<file path="src/rtl/ctc_pkg.sv">
package ctc_pkg;

  typedef enum logic [1:0] {
    KIND_IDLE = 2'd0,
    KIND_ADDR = 2'd1,
    KIND_MSG  = 2'd2,
    KIND_RSVD = 2'd3
  } cw_kind_e;

  typedef enum logic [1:0] {
    END_IDLE = 2'd0,
    END_ADDR = 2'd1,
    END_ERR  = 2'd2,
    END_NONE = 2'd3
  } end_cause_e;

  typedef enum logic [1:0] {
    ST_OFF   = 2'd0,
    ST_FIRST = 2'd1,
    ST_WAIT  = 2'd2,
    ST_MSG   = 2'd3
  } call_state_e;

  typedef struct packed {
    logic hit_addr;
    logic good_idle;
    logic good_addr;
    logic good_msg;
    logic bad;
  } cw_event_t;

endpackage

</file>
<file path="src/rtl/ctc_cw_decode.sv">
module ctc_cw_decode
  import ctc_pkg::*;
(
  input  logic       cw_valid,
  input  logic [1:0] cw_kind,
  input  logic       cw_uncorr,
  input  logic       addr_match,
  output cw_event_t  ev
);

  logic clean;

  always_comb begin
    clean        = cw_valid && !cw_uncorr;
    ev.bad       = cw_valid && cw_uncorr;
    ev.good_idle = clean && (cw_kind == KIND_IDLE);
    ev.good_addr = clean && (cw_kind == KIND_ADDR);
    ev.good_msg  = clean && ((cw_kind == KIND_MSG) || (cw_kind == KIND_RSVD));
    ev.hit_addr  = clean && (cw_kind == KIND_ADDR) && addr_match;
  end

endmodule

</file>
<file path="src/rtl/ctc_err_policy.sv">
module ctc_err_policy #(
  parameter int ERR_RUN = 2
) (
  input  logic clk,
  input  logic rst,
  input  logic in_call,
  input  logic first_slot,
  input  logic ev_good,
  input  logic ev_bad,
  input  logic pol_single,
  input  logic pol_pair,
  output logic trip
);

  localparam int CW = $clog2(ERR_RUN + 1);
  localparam logic [CW-1:0] RUN_MAX = CW'(ERR_RUN);

  logic [CW-1:0] run_cnt;
  logic          run_hit;
  logic          mode_single;
  logic          mode_first;

  always_ff @(posedge clk) begin
    if (rst || !in_call) begin
      run_cnt <= '0;
    end else if (ev_bad) begin
      if (run_cnt != RUN_MAX) run_cnt <= run_cnt + CW'(1);
    end else if (ev_good) begin
      run_cnt <= '0;
    end
  end

  always_comb begin
    run_hit     = ({1'b0, run_cnt} + (CW+1)'(1)) >= (CW+1)'(ERR_RUN);
    mode_single = pol_single && !pol_pair;
    mode_first  = !pol_single && first_slot;
    trip        = in_call && ev_bad && (mode_single || mode_first || run_hit);
  end

  p_run_bounded_r11: assert property (@(posedge clk) disable iff (rst)
    run_cnt <= RUN_MAX);

  p_good_clears_r11: assert property (@(posedge clk) disable iff (rst)
    (in_call && ev_good && !ev_bad) |=> (run_cnt == '0));

endmodule

</file>
<file path="src/rtl/ctc_call_fsm.sv">
module ctc_call_fsm
  import ctc_pkg::*;
(
  input  logic        clk,
  input  logic        rst,
  input  cw_event_t   ev,
  input  logic        trip,
  output call_state_e state,
  output logic        call_active,
  output logic        end_of_call,
  output logic [1:0]  end_reason
);

  call_state_e nxt;
  end_cause_e  cause;
  end_cause_e  reason_q;
  logic        fire;

  always_comb begin
    nxt   = state;
    fire  = 1'b0;
    cause = reason_q;
    unique case (state)
      ST_OFF: begin
        if (ev.hit_addr) nxt = ST_FIRST;
      end
      ST_FIRST, ST_WAIT: begin
        if (trip) begin
          fire  = 1'b1;
          cause = END_ERR;
        end else if (ev.good_msg) begin
          nxt = ST_MSG;
        end else if (ev.good_idle || ev.good_addr || ev.bad) begin
          nxt = ST_WAIT;
        end
      end
      ST_MSG: begin
        if (trip) begin
          fire  = 1'b1;
          cause = END_ERR;
        end else if (ev.good_idle) begin
          fire  = 1'b1;
          cause = END_IDLE;
        end else if (ev.good_addr) begin
          fire  = 1'b1;
          cause = END_ADDR;
        end
      end
      default: nxt = ST_OFF;
    endcase
    if (fire) nxt = ST_OFF;
  end

  always_ff @(posedge clk) begin
    if (rst) begin
      state       <= ST_OFF;
      call_active <= 1'b0;
      end_of_call <= 1'b0;
      reason_q    <= END_IDLE;
    end else begin
      state       <= nxt;
      call_active <= (nxt != ST_OFF);
      end_of_call <= fire;
      if (fire) reason_q <= cause;
    end
  end

  assign end_reason = reason_q;

  p_pulse_once_r12: assert property (@(posedge clk) disable iff (rst)
    end_of_call |=> !end_of_call);

  p_drop_with_end_r12: assert property (@(posedge clk) disable iff (rst)
    end_of_call |-> (!call_active && $past(call_active)));

  p_reason_hold_r12: assert property (@(posedge clk) disable iff (rst)
    !end_of_call |-> $stable(end_reason));

  p_state_matches_flag_r2: assert property (@(posedge clk) disable iff (rst)
    call_active == (state != ST_OFF));

endmodule

</file>
<file path="src/rtl/call_term_ctrl.sv">
module call_term_ctrl
  import ctc_pkg::*;
#(
  parameter int ERR_RUN = 2
) (
  input  logic       clk,
  input  logic       rst,
  input  logic       cw_valid,
  input  logic [1:0] cw_kind,
  input  logic       cw_uncorr,
  input  logic       addr_match,
  input  logic       pol_single,
  input  logic       pol_pair,
  output logic       call_active,
  output logic       end_of_call,
  output logic [1:0] end_reason
);

  cw_event_t   ev;
  call_state_e state;
  logic        trip;
  logic        in_call;
  logic        first_slot;

  ctc_cw_decode u_decode (
    .cw_valid   (cw_valid),
    .cw_kind    (cw_kind),
    .cw_uncorr  (cw_uncorr),
    .addr_match (addr_match),
    .ev         (ev)
  );

  assign in_call    = (state != ST_OFF);
  assign first_slot = (state == ST_FIRST);

  ctc_err_policy #(.ERR_RUN(ERR_RUN)) u_policy (
    .clk        (clk),
    .rst        (rst),
    .in_call    (in_call),
    .first_slot (first_slot),
    .ev_good    (ev.good_idle || ev.good_addr || ev.good_msg),
    .ev_bad     (ev.bad),
    .pol_single (pol_single),
    .pol_pair   (pol_pair),
    .trip       (trip)
  );

  ctc_call_fsm u_fsm (
    .clk         (clk),
    .rst         (rst),
    .ev          (ev),
    .trip        (trip),
    .state       (state),
    .call_active (call_active),
    .end_of_call (end_of_call),
    .end_reason  (end_reason)
  );

  p_quiet_r3: assert property (@(posedge clk) disable iff (rst)
    !cw_valid |=> (!end_of_call && $stable(call_active)));

  p_open_r2: assert property (@(posedge clk) disable iff (rst)
    $rose(call_active) |-> $past(cw_valid && cw_kind == 2'd1 && addr_match && !cw_uncorr));

  p_single_trip_r9: assert property (@(posedge clk) disable iff (rst)
    (call_active && cw_valid && cw_uncorr && pol_single && !pol_pair)
      |=> (end_of_call && end_reason == 2'd2));

  p_err_cause_r13: assert property (@(posedge clk) disable iff (rst)
    (call_active && cw_valid && cw_uncorr) |=> (!end_of_call || end_reason == 2'd2));

endmodule

</file>
<file path="config.mk">
export PLATFORM = sky130hd
export DESIGN_NAME = call_term_ctrl
export DESIGN_NICKNAME = d
export VERILOG_FILES = /design/src/rtl/ctc_pkg.sv /design/src/rtl/ctc_cw_decode.sv /design/src/rtl/ctc_err_policy.sv /design/src/rtl/ctc_call_fsm.sv /design/src/rtl/call_term_ctrl.sv
export SDC_FILE = /design/constraint.sdc
export NUM_CORES = 1
export LEC_CHECK = 0
export ABC_CLOCK_PERIOD_IN_PS = 1800
export BUFFER_PORTS_ARGS = -buffer_cell sky130_fd_sc_hd__buf_2
export CAP_MARGIN = 10
export CORE_AREA = 2 2 39 41
export DETAILED_ROUTE_END_ITERATION = 6
export DIE_AREA = 0 0 41 43
export PLACE_DENSITY_LB_ADDON = 0.3
export SYNTH_ARGS = -nofsm -noshare
export SYNTH_HDL_FRONTEND = slang
export SYNTH_SLANG_ARGS = --single-unit
export TNS_END_PERCENT = 1
</file>
<file path="constraint.sdc">
create_clock -name clk -period 1.8 [get_ports clk]
set_input_delay 0.36 -clock clk [delete_from_list [all_inputs] [get_ports clk]]
set_output_delay 0.36 -clock clk [all_outputs]
set_load 0.02 [all_outputs]
</file>
==> run_results.csv <==
group,metric,value,unit
placed_design,gp_congestion,0.885,
timing,setup_tns,0,ps
power_and_ir_drop,p_leak,0.267,nW
run,maxCapViolations,0,
timing,hold_ws,386,ps
die,core,0.00138,mm2
final_layout,synthToLayoutAreaGrowth,20.5,%
timing,report.final.hold_viol_count,0,
timing,period_share,93.2,%
drt,drtAntennaViolNets,0,
die,die-height,43,um
timing,finalClockSkew,1.48,ps
critical_path,crit_fanout,9,
yosys,synth_fp_nets,78,
clocking,clock_latency,260,ps
timing,relSlewSlack,74.9,%
yosys,ys.flop_type,"dfxtp_1",
yosys,syn_inst,63,
global_route,use_met2,23.8,%
global_route,grt_pass1_wl,1810,um
yosys,ys_top_cells_by_area,"dfxtp_1, ha_1, nor3_1",
final_layout,drive_gt1_share,28.2,%
yosys,syn_avg_cell_area,8.42,um2
global_route,grt_overflow,0,
clocking,cts_sinks,8,
global_route,busiest_layer,"met2",
critical_path,slowest_delay,410,ps
drt,wirelength,1120,um
clocking,hold_buffers,0,
global_route,antenna_found_initial,0,
clocking,postCtsSetupBuffers,0,
timing,setup_viol,0,
run_status,status,"finished, final reports clean",
critical_path,arrival,1810,ps
die,io_pins,13,
yosys,synth_top_area_cell,"dfxtp_1",
drt,drtPass1Iterations,4,
global_route,use_met1,18.1,%
placed_design,numPortBuffers,12,
power_and_ir_drop,p_per_area,613,mW/mm2
timing,worstMarginPinSlew,376,ps
yosys,syn_area,531,um2
yosys,synth-seq-cells,8,
clocking,htree_levels,1,
global_route,grt_max_degree,10,
global_route,first_global_vias,461,
clocking,clk_pin_slew,60,ps
final_layout,nets,95,
final_layout,final_cell_mix,"buf_2, dfxtp_1, nand2_1, ha_1",
placed_design,dp_hpwl,900,um
timing,finalMaxSlewViolations,0,
critical_path,startpoint_type,"register",
drt,drc,0,
yosys,ys_seq_area_share,30.2,%
clocking,clock-root-buffer,"clkbuf_4",
yosys,synth_warnings,0,
critical_path,crit_type,"register to register",
power_and_ir_drop,ir_drop,0.000381,V
drt,via_count,514,
final_layout,seqCellArea,160,um2
die,fp.dieW,41,um
drt,post_drt_wl_per_cell,12.0,um
yosys,synth-async-reset-ratio,0,%
yosys,yosysTopAreaCellShare,30.2,%
drt,viasPerCell,5.47,
global_route,globalRouteMet3Util,9.42,%
critical_path,crit_chain,"inv_1 -> ha_1 -> and3_1 -> a221oi_1 -> a211oi_2",
final_layout,num_antenna_cells,0,
die,die_area,0.00176,mm2
critical_path,required,1930,ps
clocking,cts-resized-gates,0,
critical_path,slowest_stage,"ha_1",
power_and_ir_drop,switching_share,26.9,%
power_and_ir_drop,p_comb_share,16.7,%
die,rows,14,
final_layout,multi_input_area,343,um2
yosys,ys_types,28,
clocking,cts_tree,"yes",
final_layout,mostFrequentLayoutCell,"buf_2",
timing,grt_setup_unrepaired,"false",
global_route,track_usage,16.0,%
final_layout,fillers,139,
min_path,hold_path.class,"primary input to register",
drt,initialDrtViolationCount,12,
power_and_ir_drop,pwr-share-clk,36.1,%
timing,max_freq,596,MHz
power_and_ir_drop,internal_power,286,uW
clocking,cts_buffers,3,
yosys,synth_edf_count,0,
clocking,clock_path_buffers,2,
power_and_ir_drop,pwr-share-seq,47.3,%
die,initial_core_util,38.3,%
critical_path,end_kind,"register",
timing,period_needed,1680,ps
power_and_ir_drop,switching_power,106,uW
flip-flops by register name (all words and copies together), names as in the netlist:
name / cells
u_fsm.end_reason: 2
u_fsm.state: 2
u_policy.run_cnt: 2
u_fsm.call_active: 1
u_fsm.end_of_call: 1
path summary, 6_finish.rpt:
check,depth (start not counted),end,from,slack [ps]
max,5,u_fsm.call_active,u_fsm.state[0],120
min,2,u_fsm.end_reason[1],rst,390
max reg2reg,5,u_fsm.call_active,u_fsm.state[0],120
min reg2reg,2,u_fsm.end_reason[1],u_fsm.end_reason[1],470
cell type report:
type                       instances  area share, %
sequential                         8           25.0
inverter                           5           2.94
timing repair buffer              14           11.7
multi-input combinational         48           53.6
clock buffer                       3           3.52
tap                               16           3.13
cells by family (layout without fill, tap and decap cells):
logic type,after synthesis,after routing,synth area share [%]
buffers and inverters,7,22,5.19
AOI/OAI and AO/OA,17,17,24.3
DFF,8,8,30.2
and+or+nand+nor,25,25,26.2
adders and majority gates,6,6,14.2
synth_stat cells (2+ instances only):
cell      n
o31ai_1   2
a21oi_1   2
a31oi_1   2
inv_1     5
ha_1      6
o21ai_0   4
nor3_1    5
nor2_1    4
nand2_1   6
nand2b_1  2
dfxtp_1   8
through the flow:
| stage | cells | power, mW | instance area (um2) | utilization, % | setup WS (ps) |
|---|---|---|---|---|---|
| CTS | 94 | 0.397 | 639 | 46.2 | 131 |
| floorplan | 63 | 0.233 | 531 | - | 174 |
| finish | 94 | 0.392 | 639 | 46.2 | 123 |
| global route | 94 | 0.416 | 639 | 46.2 | 19.8 |
| detailed placement | 91 | 0.255 | 617 | 44.6 | 153 |
| global placement | 91 | 0.254 | 617 | 44.6 | 158 |
critical path: cells and delay by family (launching register included):
| kind | cells | cell delay (ps) |
|---|---|---|
| fa+ha+maj | 1 | 410 |
| buf+inv | 1 | 100 |
| compound gates | 2 | 460 |
| simple gates | 1 | 180 |
| flops | 1 | 390 |
routing by layer:
layer  vias to the layer above  share of wire, %
li1                        258                 -
met1                       241                45
met2                        13                47
met3                         2               7.5
met4                         0              0.89
met5                         -                 0
power groups by stage:
stage / Combinational, mW / Clock, mW / Sequential (mW)
2_1_floorplan: 0.0408 / 0 / 0.192
3_3_place_gp: 0.0648 / 0 / 0.189
3_5_place_dp: 0.0656 / 0 / 0.189
4_1_cts: 0.0658 / 0.146 / 0.185
5_1_grt: 0.0744 / 0.156 / 0.186
6_report: 0.0653 / 0.141 / 0.185
Note: power is estimated with default switching activity, not from simulation.
